`src/rtl/brcond_pkg.sv`:
```
package brcond_pkg;

    typedef enum logic [1:0] {
        ST_IDLE,
        ST_WAIT,
        ST_EVAL
    } st_t;

    // Control-bit positions in the instruction word
    localparam int B_WAIT  = 16;
    localparam int B_CPH   = 17;
    localparam int B_CDAT  = 18;
    localparam int B_POL   = 19;
    localparam int B_ONFLY = 20;
    localparam int B_CARRY = 21;
    localparam int B_IRQ   = 22;
    localparam int PH_LSB  = 24;
    localparam int DAT_LSB = 0;

    typedef struct packed {
        logic pol;
        logic cmp_data;
        logic cmp_phase;
        logic wait_ph;
        logic carry_t;
        logic irq;
        logic on_fly;
    } ctl_t;

endpackage

```
`src/rtl/brcond_cmp.sv`:
```
module brcond_cmp
    import brcond_pkg::*;
#(
    parameter int PHASE_W = 3,
    parameter int DATA_W  = 8
) (
    input  ctl_t               ctl,
    input  logic [PHASE_W-1:0] phase_q,
    input  logic [PHASE_W-1:0] f_phase,
    input  logic [DATA_W-1:0]  rx_byte,
    input  logic [DATA_W-1:0]  f_data,
    input  logic               atn,
    input  logic               carry,
    input  logic               target_mode,
    output logic               hit
);
    localparam int N_TERM = 2;

    logic [N_TERM-1:0] en;
    logic [N_TERM-1:0] ok;

    // term 0: phase / attention, term 1: data byte
    assign en[0] = ctl.cmp_phase;
    assign ok[0] = target_mode ? atn : (phase_q == f_phase);
    assign en[1] = ctl.cmp_data;
    assign ok[1] = (rx_byte == f_data);

    always_comb begin
        if (ctl.carry_t) begin
            hit = (carry == ctl.pol);
        end else if (en == '0) begin
            hit = ctl.pol;
        end else if (ctl.pol) begin
            hit = ((ok & en) == en);
        end else begin
            hit = ((ok & en) == '0);
        end
    end

endmodule

```
`src/rtl/brcond_flag.sv`:
```
module brcond_flag (
    input  logic clk,
    input  logic rst_n,
    input  logic set_i,
    input  logic clr_i,
    output logic flag
);
    always_ff @(posedge clk or negedge rst_n) begin
        if (!rst_n) begin
            flag <= 1'b0;
        end else if (set_i) begin
            flag <= 1'b1;
        end else if (clr_i) begin
            flag <= 1'b0;
        end
    end
endmodule

```
`src/rtl/brcond_eval.sv`:
```
module brcond_eval
    import brcond_pkg::*;
#(
    parameter int INSN_W  = 32,
    parameter int PHASE_W = 3,
    parameter int DATA_W  = 8
) (
    input  logic               clk,
    input  logic               rst_n,
    input  logic               start,
    input  logic [INSN_W-1:0]  insn,
    input  logic               phase_valid,
    input  logic [PHASE_W-1:0] bus_phase,
    input  logic [DATA_W-1:0]  first_byte,
    input  logic               atn,
    input  logic               carry,
    input  logic               target_mode,
    input  logic               flag_clr,
    output logic               done,
    output logic               take,
    output logic               halt,
    output logic               irq_flag
);
    localparam int PH_MSB = PH_LSB + PHASE_W - 1;

    st_t                state, state_nx;
    logic [INSN_W-1:0]  insn_q;
    logic [PHASE_W-1:0] phase_q;
    ctl_t               ctl;
    logic               hit;
    logic               in_eval;
    logic               fly_set;

    assign ctl.pol       = insn_q[B_POL];
    assign ctl.cmp_data  = insn_q[B_CDAT];
    assign ctl.cmp_phase = insn_q[B_CPH];
    assign ctl.wait_ph   = insn_q[B_WAIT];
    assign ctl.carry_t   = insn_q[B_CARRY];
    assign ctl.irq       = insn_q[B_IRQ];
    assign ctl.on_fly    = insn_q[B_ONFLY];

    assign in_eval = (state == ST_EVAL);
    assign fly_set = in_eval && ctl.irq && ctl.on_fly && hit;

    brcond_cmp #(.PHASE_W(PHASE_W), .DATA_W(DATA_W)) u_cmp (
        .ctl        (ctl),
        .phase_q    (phase_q),
        .f_phase    (insn_q[PH_MSB:PH_LSB]),
        .rx_byte    (first_byte),
        .f_data     (insn_q[DAT_LSB +: DATA_W]),
        .atn        (atn),
        .carry      (carry),
        .target_mode(target_mode),
        .hit        (hit)
    );

    brcond_flag u_flag (
        .clk  (clk),
        .rst_n(rst_n),
        .set_i(fly_set),
        .clr_i(flag_clr),
        .flag (irq_flag)
    );

    // Phase latch on the request strobe
    always_ff @(posedge clk or negedge rst_n) begin
        if (!rst_n) begin
            phase_q <= '0;
        end else if (phase_valid) begin
            phase_q <= bus_phase;
        end
    end

    // Instruction capture
    always_ff @(posedge clk or negedge rst_n) begin
        if (!rst_n) begin
            insn_q <= '0;
        end else if (state == ST_IDLE && start) begin
            insn_q <= insn;
        end
    end

    // State register
    always_ff @(posedge clk or negedge rst_n) begin
        if (!rst_n) begin
            state <= ST_IDLE;
        end else begin
            state <= state_nx;
        end
    end

    always_comb begin
        state_nx = state;
        unique case (state)
            ST_IDLE: if (start) state_nx = insn[B_WAIT] ? ST_WAIT : ST_EVAL;
            ST_WAIT: if (phase_valid) state_nx = ST_EVAL;
            ST_EVAL: state_nx = ST_IDLE;
            default: state_nx = ST_IDLE;
        endcase
    end

    // Registered outputs
    always_ff @(posedge clk or negedge rst_n) begin
        if (!rst_n) begin
            done <= 1'b0;
            take <= 1'b0;
            halt <= 1'b0;
        end else begin
            done <= in_eval;
            take <= in_eval && hit;
            halt <= in_eval && hit && ctl.irq && !ctl.on_fly;
        end
    end

endmodule

```
`config.mk`:
```
export PLATFORM = sky130hd
export DESIGN_NAME = brcond_eval
export DESIGN_NICKNAME = d
export VERILOG_FILES = /design/src/rtl/brcond_pkg.sv /design/src/rtl/brcond_cmp.sv /design/src/rtl/brcond_flag.sv /design/src/rtl/brcond_eval.sv
export SDC_FILE = /design/constraint.sdc
export NUM_CORES = 1
export LEC_CHECK = 0
export BUFFER_PORTS_ARGS = -buffer_cell sky130_fd_sc_hd__buf_2
export CAP_MARGIN = 20
export CORE_ASPECT_RATIO = 0.5
export CORE_MARGIN = 2
export CORE_UTILIZATION = 40
export CTS_CLUSTER_DIAMETER = 30
export DETAILED_ROUTE_END_ITERATION = 8
export GPL_ROUTABILITY_DRIVEN = 0
export GPL_TIMING_DRIVEN = 0
export PLACE_DENSITY = 0.7
export SYNTH_ARGS = -nofsm -noshare
export SYNTH_HDL_FRONTEND = slang
export SYNTH_SLANG_ARGS = --single-unit
```
`constraint.sdc`:
```
create_clock -name clk -period 1.7 [get_ports clk]
set_clock_uncertainty 0.05 [all_clocks]
set_input_delay 0.17 -clock clk [delete_from_list [all_inputs] [get_ports clk]]
set_output_delay 0.17 -clock clk [all_outputs]
set_load 0.005 [all_outputs]
```
==> results of run 1 <==
per-layer routing:
metal  wire [µm]  global-route usage, %
met3         121                   4.09
met4          46                   5.08
met5           0                      0
met2        1020                   24.2
met1         857                   15.8
metrics by stage:
step | cell area [µm²] | TNS [ns] | setup slack [ns]
6_report | 1490 | 0 | 0.0692
5_1_grt | 1490 | -0.00368 | -0.00368
4_1_cts | 1470 | 0 | 0.0157
3_5_place_dp | 1410 | -0.00286 | -0.00286
3_3_place_gp | 1410 | 0 | 0.00330
2_1_floorplan | 1170 | 0 | 0.166
state kept, by name (all words and copies together) (netlist names):
name         flops
u_flag.flag      1
halt             1
state            2
done             1
phase_q          3
take             1
insn_q          17
logic make-up after synthesis:
| logic type | share of synthesized area, % |
|---|---|
| compound gates | 4.19 |
| xor+xnor | 9.01 |
| buf+inv | 2.04 |
| flops | 55.8 |
| mux | 19.2 |
| simple gates | 9.76 |
power breakdown:
group          internal (mW)  switching [mW]
clock network          0.158           0.174
logic                  0.247           0.160
registers              0.749          0.0999
Yosys cell counts, drive strengths merged:
master    n  area share, %
nor3b     1           0.64
mux2     19             18
nor4b     1           0.75
or4       1           0.64
nand2     5            1.6
nor3      1           0.43
nand3     1           0.43
o22ai     1           0.54
nor2b     4            2.1
o2111ai   1           0.75
nor2      3           0.97
xnor2     8            6.0
buf       2            1.1
inv       3           0.97
a21boi    1           0.64
xor2      4            3.0
a22oi     1           0.64
o41ai     1           0.75
nand4     3            2.1
mux2i     1           0.86
dfrtp    26             56
o21ai     2           0.86
cell usage in the layout (no fill, tap or decap):
cell,instances
a21boi_0,1
a22oi_1,1
buf_2,40
buf_4,2
clkbuf_8,3
dfrtp_1,26
dlygate4sd3_1,1
inv_1,3
mux2_2,19
mux2i_1,1
nand2_1,5
nand3_1,1
nand4_1,2
nand4_2,1
nor2_1,3
nor2b_1,4
nor3_1,1
nor3b_1,1
nor4b_2,1
o2111ai_1,1
o21ai_0,2
o22ai_1,1
o41ai_2,1
or4_1,1
xnor2_1,7
xnor2_2,1
xor2_1,4
final cells by class:
type / instances / share of cell area [%]
Sequential cell: 26 / 43.7
Tap cell: 37 / 3.11
Timing Repair Buffer: 41 / 14.1
Clock buffer: 3 / 2.78
Multi-Input combinational cell: 59 / 34.5
Inverter: 3 / 0.757
Buffer: 2 / 1.01
worst max-delay path by stage:
stage,to,slack (ns),cells past startpoint
global route,halt$_DFF_PN0_,-0.004,4
floorplan,halt$_DFF_PN0_,0.17,4
detailed placement,halt$_DFF_PN0_,-0.003,4
finish,halt$_DFF_PN0_,0.07,4
global placement,halt$_DFF_PN0_,0.003,4
CTS,insn_q[4]$_DFFE_PN0P_,0.02,4
repair_timing:
| item | CTS | global route |
|---|---|---|
| buffers inserted | 0 | 0 |
| hold buffers | 1 | 0 |
| endpoints found under the setup margin | 1 | 7 |
| gates resized for setup | 1 | 4 |
| hold endpoints to repair | 26 | 0 |
==> results.json, run 1 <==
{
  "place_inst": 167,
  "cp_max_fo": 3,
  "layout_worst_path_cycle_share_pct": 95.9,
  "r2r_setup_slack_ns": 0.07,
  "timing.hold.ws_ns": 0.0399,
  "die_area_um2": 3390,
  "power.density_nw_per_um2": 1070,
  "maxCapViolCount": 0,
  "num_rows": 13,
  "whs_path_depth": 2,
  "cp_num_buf_inv": 0,
  "first_pass_iters": 4,
  "cts-buffers-inserted": 3,
  "cts_tree": "done",
  "port_buffers": 40,
  "num_vias": 813,
  "grt_pass1_vias": 787,
  "wire_per_inst_um": 12.0,
  "viasPerCell": 4.75,
  "syn2layout_area_growth_pct": 27.6,
  "diodes": 0,
  "die_h_um": 42.2,
  "netlist_area_um2": 1170,
  "io_pins": 55,
  "worstPathCellList": "xor2_1 > o41ai_2 > mux2i_1 > nor4b_2",
  "required_ns": 1.82,
  "coreArea_um2": 2680,
  "hp-start": "flag_clr",
  "multi_input_area_um2": 513,
  "syn-num-nets": 141,
  "final_cells": 171,
  "min_to": "u_flag.flag$_DFFE_PN0P_",
  "synth_cell_type_count": 24,
  "cts-root-buf": "clkbuf_8",
  "seq_area_um2": 651,
  "antenna_found_initial": 0,
  "crit_family": "flip-flops",
  "final_nets": 187,
  "place_hpwl_um": 1570,
  "fillers": 256,
  "cp.arrival_ns": 1.75,
  "tightest_slew_ns": 0.560,
  "drt_wl_total_um": 2050,
  "slew_headroom_pct": 62.7,
  "path_clk_slew_ns": 0.08,
  "hold_class": "in -> reg",
  "yosys_warnings": 0,
  "crit_start": "insn_q[26]$_DFFE_PN0P_",
  "setup_viol_count_final": 0,
  "finalWorstPathRequiredPeriod_ns": 1.63,
  "h-tree-depth": 1,
  "start_util_pct": 43.4,
  "power_mw": 1.59,
  "drtIter0Drc": 25,
  "timing.rr.end": "halt$_DFF_PN0_",
  "layout-drive-gt1-share_pct": 50.7,
  "grt_pass1_wl_um": 3480,
  "path_class": "reg -> reg",
  "hold_viol_final": 0,
  "status": "complete, no violations",
  "cp-start-kind": "register",
  "slew_viol_final": 0,
  "fp.dieW_um": 80.4,
  "slowest_stage": "dfrtp_1",
  "seq_area_frac_synth_pct": 55.8,
  "ir_drop_v": 0.000450,
  "reg2reg_from": "insn_q[26]$_DFFE_PN0P_",
  "final_antenna_net_count": 0,
  "syn_avg_cell_area_um2": 13.0,
  "grt_usage_pct": 13.7,
  "max_freq_mhz": 613,
  "clock-sinks": 26,
  "fin_util_pct": 55.4,
  "clkLatencyLatePin_ns": 0.26,
  "cpPeakStageDelay_ns": 0.39,
  "p_leak_nw": 0.689,
  "reg2reg_depth": 4,
  "grt_max_degree": 27,
  "ys_ff_latch": 26,
  "grt-ovfl-total": 0,
  "crit_path_end_kind": "register",
  "clockBufferDepth": 2,
  "drc": 0,
  "synthCells": 90
}
Power figures use the tool's default switching activity.
==> run 2: changes to the inputs <==
CORE_MARGIN = unset   (was 2)
==> run 2 against run 1 <==
Effect of this change: setup slack gained 0.024 ns; routed wire length shrank 5.4%; sequential cell count is the same; final cell count is the same; sequential power shrank 0.5%; critical path depth grew 1; count of clock-buffer cells in the layout is the same; worst hold slack lost 0.0016 ns; largest power group unchanged.
==> results.json, run 2 (synthesis results as in run 1) <==
{
  "layout_worst_path_cycle_share_pct": 94.5,
  "fp.dieW_um": 78.4,
  "switching_share_pct": 27.0,
  "io_pins": 55,
  "cp_num_buf_inv": 0,
  "grt-ovfl-total": 0,
  "p_int_mw": 1.15,
  "cp.arrival_ns": 1.71,
  "syn2layout_area_growth_pct": 26.9,
  "layout-drive-gt1-share_pct": 50.0,
  "fin_setup_tns_ns": 0,
  "dpl_worst_slack_ns": -0.0187,
  "worst_slack_ns": 0.0933,
  "rsz0062_at_grt": "no",
  "diodes": 0,
  "cts_tree": "done",
  "antenna_found_initial": 0,
  "reg2reg_depth": 5,
  "die_area_um2": 3150,
  "power.density_nw_per_um2": 1060,
  "whs_path_depth": 2,
  "die_h_um": 40.2,
  "clock-sinks": 26,
  "largest_reg_flops": 17,
  "tightest_slew_ns": 0.549,
  "largest-register": "insn_q",
  "viasPerCell": 4.72,
  "fillers": 245,
  "slowest_stage": "or4_1",
  "postCtsSetupBuffers": 0,
  "port_buffers": 40,
  "drt_wl_total_um": 1940,
  "cts-buffers-inserted": 3,
  "num_rows": 13,
  "path_class": "reg -> reg",
  "hold_class": "in -> reg",
  "cp_max_fo": 3,
  "drtIter0Drc": 14,
  "power_mw": 1.58,
  "grt_pass1_vias": 739,
  "final_antenna_net_count": 0,
  "crit_path_end_kind": "register",
  "coreArea_um2": 2680,
  "cts-root-buf": "clkbuf_8",
  "h-tree-depth": 1,
  "path_clk_slew_ns": 0.08,
  "switchingPower_mw": 0.426,
  "status": "complete, no violations",
  "first_pass_iters": 3,
  "ir_drop_v": 0.000438,
  "final_common_cell": "buf_2",
  "slew_headroom_pct": 63.4,
  "cpPeakStageDelay_ns": 0.51,
  "required_ns": 1.80,
  "seq_power_share_pct": 53.6,
  "wire_per_inst_um": 11.3,
  "combPwrFrac_pct": 25.4,
  "grt_max_degree": 27,
  "grt_pass1_wl_um": 3200,
  "clockBufferDepth": 2,
  "p_leak_nw": 0.683,
  "maxCapViolCount": 0,
  "place_inst": 167,
  "cp-start-kind": "register",
  "num_vias": 807,
  "slew_viol_final": 0,
  "place_hpwl_um": 1550,
  "final_nets": 187,
  "grt_usage_pct": 14.0,
  "finalWorstPathRequiredPeriod_ns": 1.61,
  "clockPowerShare_pct": 21.0,
  "worstPathCellList": "xnor2_1 > nand4_1 > or4_1 > nand4_2 > o22ai_1",
  "drc": 0,
  "layout_common_cells": "buf_2, dfrtp_1, mux2_2",
  "cp.depth": 5,
  "final_cells": 171,
  "max_freq_mhz": 622,
  "hold_viol_final": 0,
  "largestRegisters": "insn_q: 17 flops, phase_q: 3 flops, state: 2 flops",
  "setup_viol_count_final": 0,
  "crit_family": "simple AND/OR/NAND/NOR gates",
  "clkLatencyLatePin_ns": 0.26,
  "start_util_pct": 43.4
}
[run 2: cell count changes in the layout (fill, tap and decap cells not counted)]
cell,previous run,this run
clkbuf_4,0,1
buf_4,2,1
xnor2_1,7,8
xnor2_2,1,0
[run 2: layout make-up]
cell class	instances	area [µm²]	share of cell area [%]
flip-flops and latches	26	651	44.0
multi-input cells	59	505	34.2
repair buffers	41	210	14.2
well taps	37	46.3	3.13
clock buffers	3	41.3	2.79
plain buffers	2	15.0	1.01
inverters	3	11.3	0.761
[run 2: worst paths after layout]
kind	from	to	slack [ns]
max	insn_q[3]$_DFFE_PN0P_	u_flag.flag$_DFFE_PN0P_	0.09
min in group asynchronous	rst_n	state[0]$_DFFE_PN0P_	0.37
min	flag_clr	u_flag.flag$_DFFE_PN0P_	0.04
max in group asynchronous	rst_n	insn_q[5]$_DFFE_PN0P_	0.86
min reg2reg	insn_q[20]$_DFFE_PN0P_	halt$_DFF_PN0_	0.41
max reg2reg	insn_q[3]$_DFFE_PN0P_	u_flag.flag$_DFFE_PN0P_	0.09
[run 2: routing by layer]
layer	vias up	track usage, %	routed length [µm]
met2	20	26.8	975
met5	-	0	0
met4	0	2.78	0
li1	402	-	-
met1	385	15.9	866
met3	0	5.00	94
[run 2: timing repair]
action / in CTS / in global routing
hold buffers: 1 / 0
endpoints found under the setup margin: 1 / 7
resized for setup: 1 / 2
endpoints found under the hold margin: 26 / 0
[run 2: power by group through the flow]
stage | Combinational (mW) | Sequential (mW) | Clock (mW)
detailed placement | 0.393 | 0.859 | 0
global placement | 0.383 | 0.850 | 0
global route | 0.448 | 0.865 | 0.366
finish | 0.400 | 0.845 | 0.330
CTS | 0.403 | 0.846 | 0.345
floorplan | 0.285 | 0.837 | 0
[run 2: metrics by stage]
| step | instance area, µm² | hold WS [ns] | util, % |
|---|---|---|---|
| 4_1_cts | 1470 | 0.0351 | 54.8 |
| 6_report | 1480 | 0.0383 | 55.2 |
| 3_5_place_dp | 1410 | 0.150 | 52.6 |
| 5_1_grt | 1480 | 0.0373 | 55.2 |
| 3_3_place_gp | 1410 | 0.154 | 52.6 |
| 2_1_floorplan | 1170 | -0.176 | - |
